File: src/rtl/trap_pkg.sv
package trap_pkg;
  // Cause codes: the handler decodes these values.
  localparam int CAUSE_UNDEF = 0;
  localparam int CAUSE_OVF   = 1;
  // Register select codes on the software port.
  localparam logic SEL_EPC   = 1'b0;
  localparam logic SEL_CAUSE = 1'b1;
  // Fault source order, oldest stage first.
  localparam int SRC_EX  = 0;
  localparam int SRC_ID  = 1;
  localparam int NUM_SRC = 2;
endpackage

File: src/rtl/trap_pick.sv
module trap_pick #(
  parameter int NSRC = 2,
  parameter int AW   = 32,
  parameter int CW   = 1
) (
  input  logic [NSRC-1:0]    hit,
  input  logic [NSRC*AW-1:0] pc_flat,
  input  logic [NSRC*CW-1:0] code_flat,
  output logic               any_hit,
  output logic [NSRC-1:0]    win,
  output logic [AW-1:0]      sel_pc,
  output logic [CW-1:0]      sel_code
);
  logic [NSRC:0] older_clear;

  assign older_clear[0] = 1'b1;

  // Index 0 is the oldest stage: a hit there masks all younger ones.
  for (genvar g = 0; g < NSRC; g++) begin : g_chain
    assign older_clear[g+1] = older_clear[g] & ~hit[g];
    assign win[g]           = hit[g] & older_clear[g];
  end

  assign any_hit = |hit;

  always_comb begin
    sel_pc   = '0;
    sel_code = '0;
    for (int i = 0; i < NSRC; i++) begin
      sel_pc   = sel_pc   | ({AW{win[i]}} & pc_flat[i*AW +: AW]);
      sel_code = sel_code | ({CW{win[i]}} & code_flat[i*CW +: CW]);
    end
  end
endmodule

File: src/rtl/trap_vector.sv
module trap_vector #(
  parameter int          AW       = 32,
  parameter int          CW       = 1,
  parameter logic [31:0] FIXED    = 32'h8000_0180,
  parameter logic [31:0] VBASE    = 32'hC000_0000,
  parameter int          STEP_LG2 = 5
) (
  input  logic          vec_mode,
  input  logic [CW-1:0] code,
  output logic [AW-1:0] target
);
  localparam logic [AW-1:0] FIXED_A = AW'(FIXED);
  localparam logic [AW-1:0] VBASE_A = AW'(VBASE);

  logic [AW-1:0] offset;

  assign offset = AW'(code) << STEP_LG2;
  assign target = vec_mode ? (VBASE_A + offset) : FIXED_A;
endmodule

File: src/rtl/trap_csr.sv
module trap_csr #(
  parameter int AW = 32,
  parameter int CW = 1
) (
  input  logic          clk,
  input  logic          rst,
  input  logic          take,
  input  logic [AW-1:0] take_pc,
  input  logic [CW-1:0] take_code,
  input  logic          sw_we,
  input  logic          sw_sel,
  input  logic [AW-1:0] sw_data,
  output logic [AW-1:0] epc_q,
  output logic [CW-1:0] cause_q
);
  import trap_pkg::*;

  logic [AW-1:0] epc_next;

  // Saved PC points one word past the trapping instruction.
  assign epc_next = take_pc + AW'(4);

  always_ff @(posedge clk) begin
    if (rst) begin
      epc_q   <= '0;
      cause_q <= '0;
    end else if (take) begin
      epc_q   <= epc_next;
      cause_q <= take_code;
    end else if (sw_we) begin
      if (sw_sel == SEL_EPC) epc_q   <= sw_data;
      else                   cause_q <= sw_data[CW-1:0];
    end
  end


  trap_over_sw_chk: assert property (@(posedge clk) disable iff (rst)
    (take && sw_we) |=> (epc_q == $past(take_pc) + AW'(4)));


  sw_write_chk: assert property (@(posedge clk) disable iff (rst)
    (!take && sw_we && sw_sel == SEL_EPC) |=> (epc_q == $past(sw_data)));
endmodule

File: src/rtl/precise_trap_unit.sv
module precise_trap_unit #(
  parameter int          AW       = 32,
  parameter int          CW       = 1,
  parameter logic [31:0] FIXED    = 32'h8000_0180,
  parameter logic [31:0] VBASE    = 32'hC000_0000,
  parameter int          STEP_LG2 = 5
) (
  input  logic          clk,
  input  logic          rst,
  input  logic          vec_mode,
  input  logic          id_valid,
  input  logic          id_bad_op,
  input  logic [AW-1:0] id_pc,
  input  logic          ex_valid,
  input  logic          ex_ovf,
  input  logic [AW-1:0] ex_pc,
  input  logic          cp_sel,
  input  logic          cp_we,
  input  logic [AW-1:0] cp_wdata,
  output logic [AW-1:0] cp_rdata,
  output logic          redirect,
  output logic [AW-1:0] redirect_pc,
  output logic          flush_if,
  output logic          flush_id,
  output logic          flush_ex,
  output logic          wr_block
);
  import trap_pkg::*;

  localparam int NS = NUM_SRC;

  logic [NS-1:0]    hit;
  logic [NS-1:0]    win;
  logic [NS*AW-1:0] pc_flat;
  logic [NS*CW-1:0] code_flat;
  logic             take;
  logic [AW-1:0]    sel_pc;
  logic [CW-1:0]    sel_code;
  logic [AW-1:0]    target;
  logic [AW-1:0]    epc_q;
  logic [CW-1:0]    cause_q;

  // Flags that arrive while a redirect is out belong to squashed instructions.
  assign hit[SRC_EX] = ex_valid & ex_ovf    & ~redirect;
  assign hit[SRC_ID] = id_valid & id_bad_op & ~redirect;

  assign pc_flat   = {id_pc, ex_pc};
  assign code_flat = {CW'(CAUSE_UNDEF), CW'(CAUSE_OVF)};

  trap_pick #(.NSRC(NS), .AW(AW), .CW(CW)) u_pick (
    .hit      (hit),
    .pc_flat  (pc_flat),
    .code_flat(code_flat),
    .any_hit  (take),
    .win      (win),
    .sel_pc   (sel_pc),
    .sel_code (sel_code)
  );

  trap_vector #(.AW(AW), .CW(CW), .FIXED(FIXED), .VBASE(VBASE),
                .STEP_LG2(STEP_LG2)) u_vec (
    .vec_mode(vec_mode),
    .code    (sel_code),
    .target  (target)
  );

  trap_csr #(.AW(AW), .CW(CW)) u_csr (
    .clk      (clk),
    .rst      (rst),
    .take     (take),
    .take_pc  (sel_pc),
    .take_code(sel_code),
    .sw_we    (cp_we),
    .sw_sel   (cp_sel),
    .sw_data  (cp_wdata),
    .epc_q    (epc_q),
    .cause_q  (cause_q)
  );

  // Registered strobes. The faulting instruction and every younger one have
  // moved one stage on when these rise, so all three front registers are cut.
  always_ff @(posedge clk) begin
    if (rst) begin
      redirect    <= 1'b0;
      redirect_pc <= '0;
      flush_if    <= 1'b0;
      flush_id    <= 1'b0;
      flush_ex    <= 1'b0;
      wr_block    <= 1'b0;
    end else begin
      redirect <= take;
      flush_if <= take;
      flush_id <= take;
      flush_ex <= take;
      wr_block <= win[SRC_EX];
      if (take) redirect_pc <= target;
    end
  end

  assign cp_rdata = (cp_sel == SEL_CAUSE) ? {{(AW-CW){1'b0}}, cause_q} : epc_q;


  ovf_take_chk: assert property (@(posedge clk) disable iff (rst)
    ($past(!rst) && $past(ex_valid && ex_ovf && !redirect))
      |-> (redirect && wr_block && flush_ex && cause_q == CW'(CAUSE_OVF)));


  undef_no_block_chk: assert property (@(posedge clk) disable iff (rst)
    (redirect && !wr_block) |-> (cause_q == CW'(CAUSE_UNDEF)));


  oldest_wins_chk: assert property (@(posedge clk) disable iff (rst)
    hit[SRC_EX] |-> (win[SRC_EX] && !win[SRC_ID] && $onehot0(win)));


  single_pulse_chk: assert property (@(posedge clk) disable iff (rst)
    redirect |=> !redirect);


  needs_valid_chk: assert property (@(posedge clk) disable iff (rst)
    ($past(!rst) && redirect)
      |-> $past((ex_valid && ex_ovf) || (id_valid && id_bad_op)));
endmodule

File: config.mk
export PLATFORM = sky130hd
export DESIGN_NAME = precise_trap_unit
export DESIGN_NICKNAME = d
export VERILOG_FILES = /design/src/rtl/trap_pkg.sv /design/src/rtl/trap_pick.sv /design/src/rtl/trap_vector.sv /design/src/rtl/trap_csr.sv /design/src/rtl/precise_trap_unit.sv
export SDC_FILE = /design/constraint.sdc
export NUM_CORES = 1
export LEC_CHECK = 0
export ABC_AREA = 1
export BUFFER_PORTS_ARGS = -buffer_cell sky130_fd_sc_hd__buf_2
export CORE_MARGIN = 8
export CORE_UTILIZATION = 51
export CTS_BUF_LIST = sky130_fd_sc_hd__clkbuf_4 sky130_fd_sc_hd__clkbuf_8
export CTS_CLUSTER_DIAMETER = 150
export DETAILED_ROUTE_END_ITERATION = 10
export PLACE_DENSITY = 0.92
export SYNTH_ARGS = -nofsm -noshare
export SYNTH_HDL_FRONTEND = slang
export SYNTH_SLANG_ARGS = --single-unit
export TNS_END_PERCENT = 10
File: constraint.sdc
create_clock -name clk -period 4.7 [get_ports clk]
set_input_delay 0.47 -clock clk [delete_from_list [all_inputs] [get_ports clk]]
set_output_delay 0.47 -clock clk [all_outputs]
set_load 0.05 [all_outputs]
==> summary.md <==
| Metric | Value |
|---|---|
| Final period util | 0.679 |
| H-Tree Level Count | 2 |
| Gate power share | 0.341 |
| Area grow syn2layout | 20.7% |
| Met2 WL | between 5 and 6 mm |
| # resized after CTS | 0 |
| Nets | 842 |
| Clock-pin slew on the worst setup and hold paths | roughly 0.08 ns |
| Diode count | 0 |
| Setup CP Type | in -> reg |
| Initial antenna violation count | 0 |
| Rel. slew slack | 0.393 |
| Pin count of the biggest net entering global routing | 35 |
| Pleak | around 2.1 nW |
| Gate Count Post-Synth | slightly above 600 |
| Setup TNS | 0 ns |
| Max Cap Viol | 0 |
| Top cells by area, synth | dfxtp_1, nand2_1, nand3_1 |
| Met3 WL | 1.26 mm |
| Crit path from | ex_ovf |
| Final setup vio count | 0 |
| Drt first pass iters | 5 |
| Crit path max fanout | 33 |
| Register area share after synthesis | 0.227 |
| Sequential share of power | 0.343 |
| Hold Crit Class | in -> reg |
| Synth warn | 0 |
| Ratio of cells with drive above 1 in the final layout | 0.248 |
| Design Power | between 1 and 1.5 mW |
| Starting Density | 0.517 |
| Netlist Area Pre-Place | ~3400 sq um |
| Post-synthesis register bit count | 39 |
| Crit. End Element | flip-flop |
| Hold Buf Count CTS | 0 |
| Multi-input gate area | ~2100 sq um |
| I/O Buffers | roughly 150 |
| Fill cells | roughly 670 |
| Worst slew pin tran | roughly 0.91 ns |
| Switching part of the total | 0.379 |
| Status | completed |
| Post-DRT Antenna Nets | 0 |
| Clk network pwr share | 0.316 |
| Hold-critical path endpoint | redirect_pc[5] |
| Xor and xnor fraction of the mapped netlist area | 0.00510 |
| Via count | around 4200 |
| Setup Buffers After CTS | 0 |
| Routed WL | around 12 mm |
| Core footprint | around 6600 sq um |
| Crit path DAT | 3.38 ns |
| RSZ-0062 raised after global routing | no |
| Count leader, synth | nand2_1 |
| Crit start category | primary input |
| Peak VDD IR | between 0.0001 and 0.00015 V |
| Post-synth EDFFs | 0 |
| Hpwl dp | slightly above 9 mm |
| Vert. Die Dim | around 98 um |
| Clock skew | roughly 0.002 ns |
| Die ar. | between 9000 and 10000 sq um |
| Internal power | slightly below 700 uW |
| Fmax | approximately 310 MHz |
| R2r setup slk | around 1.8 ns |
| Die W | around 100 um |
| Worst Reg2Reg Path Length in Cells | 8 |
| Yosys top cell by area | dfxtp_1 |
| Post-Synth Adder-Cell Area | 0.00364 |
| Average wire per standard cell | roughly 14 um |
| Rows | 30 |
| Mux cell area share after synthesis | 0 |
| Clock sinks | 39 |
| Io pins | 174 |
| Main combinational cell family by area after synthesis | simple AND/OR/NAND/NOR gates |
| GP Congestion | 0.916 |
| Syn_area_per_cell | around 5.6 sq um |
| DRC errors left | 0 |
| Asr flop ratio synth | 0 |
| Req. time, crit path | 4.89 ns |
| Simple-gate portion of the synthesized area | 0.456 |
| RR Endpoint | u_csr.epc_q[9] |
| Seq. cell area | 781 sq um |
| Min-delay src | vec_mode |
| Synth cell count leaders | nand2_1, nor2_1, nand3_1, inv_1, dfxtp_1 |
| Netlist cell types | 31 |
| Final worst path period need | ~3.2 ns |
| TritonCTS buffer count | 5 |
| Wire length on met1 | a little under 5 mm |
| Worst r2r src | flush_ex |
| Clk Latency, worst-skew pair | 0.29 ns |
| Synth Area in Compound Gates | 0.123 |
| Yosys top cell area share | 0.227 |
| Switch Pwr | a little over 400 uW |
| Vias in the first global route | roughly 4300 |
| Fin. max-slew vios | 0 |
| Root buffer cell | clkbuf_8 |
| Vias/cell | 5.11 |
| Tot GR Track Use | 0.237 |
| Hold path cells | 2 |
| Global-route wire length before repair | 19.3 mm |
| CTS tree | done |
| Pwr/cell area | between 200 and 300 nW/um^2 |
| Top_reg_cell synth | dfxtp_1 |
| Final Hold Fails | 0 |
| Overflow after GRT | 0 |
| First DRT Iteration DRCs | ~200 |
| DR top layer | met4 |
| CTS Buffer Depth | 2 |
==> metrics by stage <==
stage | hold slack, ns | worst slack [ns] | utilization | area (sq um) | cells
after floorplan | 0.445 | 2.57 | - | 3530 | 638
after global placement | 0.434 | 1.40 | 0.603 | 4010 | 809
after detailed placement | 0.440 | 1.27 | 0.603 | 4010 | 809
after CTS | 0.403 | 1.57 | 0.624 | 4150 | 817
after global routing | 0.409 | 1.17 | 0.624 | 4150 | 817
final | 0.403 | 1.51 | 0.624 | 4150 | 817
==> cells by family after synthesis <==
kind of cell	after synthesis
fa+ha+maj	1
xor+xnor	2
flops	39
simple gates	368
compound gates	74
buf+inv	127
other cells	1
==> critical path, cell delays in order <==
cell	delay, ns
buf_2	0.10
nand2_2	0.43
nor2_4	0.27
nor2_2	0.15
buf_4	0.32
inv_2	0.22
nor2_2	0.74
inv_2	0.31
o221ai_1	0.28
inv_1	0.07
==> cell type report <==
cell class,instances,area share
tap,80,0.0241
inverter,70,0.0634
clock inverter,2,0.0145
multi-input combinational,472,0.511
sequential,39,0.188
timing repair buffer,148,0.180
clock buffer,6,0.0184
==> cell usage in the layout (no fill, tap or decap), types with 2 or more instances in the layout <==
master | Yosys | routed
buf_2 | 4 | 146
nor2_1 | 87 | 87
a21oi_1 | 28 | 28
nor2_4 | 7 | 7
buf_4 | 34 | 2
inv_1 | 65 | 65
and2_1 | 3 | 3
dfxtp_1 | 39 | 39
o21bai_1 | 4 | 4
clkbuf_8 | 0 | 5
a32o_1 | 2 | 2
nor2_2 | 7 | 7
o211ai_1 | 2 | 2
o31ai_1 | 3 | 3
o21ai_0 | 19 | 19
a31oi_1 | 8 | 8
conb_1 | 1 | 27
nand2_1 | 188 | 188
nand2_2 | 8 | 8
xnor2_1 | 2 | 2
o21ai_1 | 5 | 5
bufinv_16 | 0 | 2
nand3_1 | 66 | 66
inv_2 | 5 | 5
==> sequential cells by signal, summed over array words and instances, names as in the netlist <==
signal	count
u_csr.epc_q	32
wr_block	1
u_csr.cause_q	1
flush_ex	1
redirect_pc	4
==> metal layers <==
| metal | global-route usage | up-vias |
|---|---|---|
| met5 | 0 | - |
| met4 | 0.0671 | 0 |
| met3 | 0.0690 | 16 |
| met2 | 0.390 | 231 |
| met1 | 0.291 | 1825 |
| li1 | - | 2106 |
==> how the worst max path moves through the flow <==
stage / cells past startpoint / to
floorplan: 12 / u_csr.epc_q[16]
global placement: 10 / u_csr.epc_q[9]
detailed placement: 11 / u_csr.epc_q[13]
CTS: 10 / u_csr.epc_q[9]
global route: 11 / u_csr.epc_q[17]
finish: 10 / u_csr.epc_q[9]
==> power by group through the flow <==
stage | clock network, mW | logic (mW) | registers (mW)
final | 0.343 | 0.369 | 0.372
after global routing | 0.357 | 0.403 | 0.375
after CTS | 0.342 | 0.366 | 0.371
after detailed placement | 0 | 0.364 | 0.379
after global placement | 0 | 0.358 | 0.379
after floorplan | 0 | 0.277 | 0.388
Power figures use the tool's default switching activity.
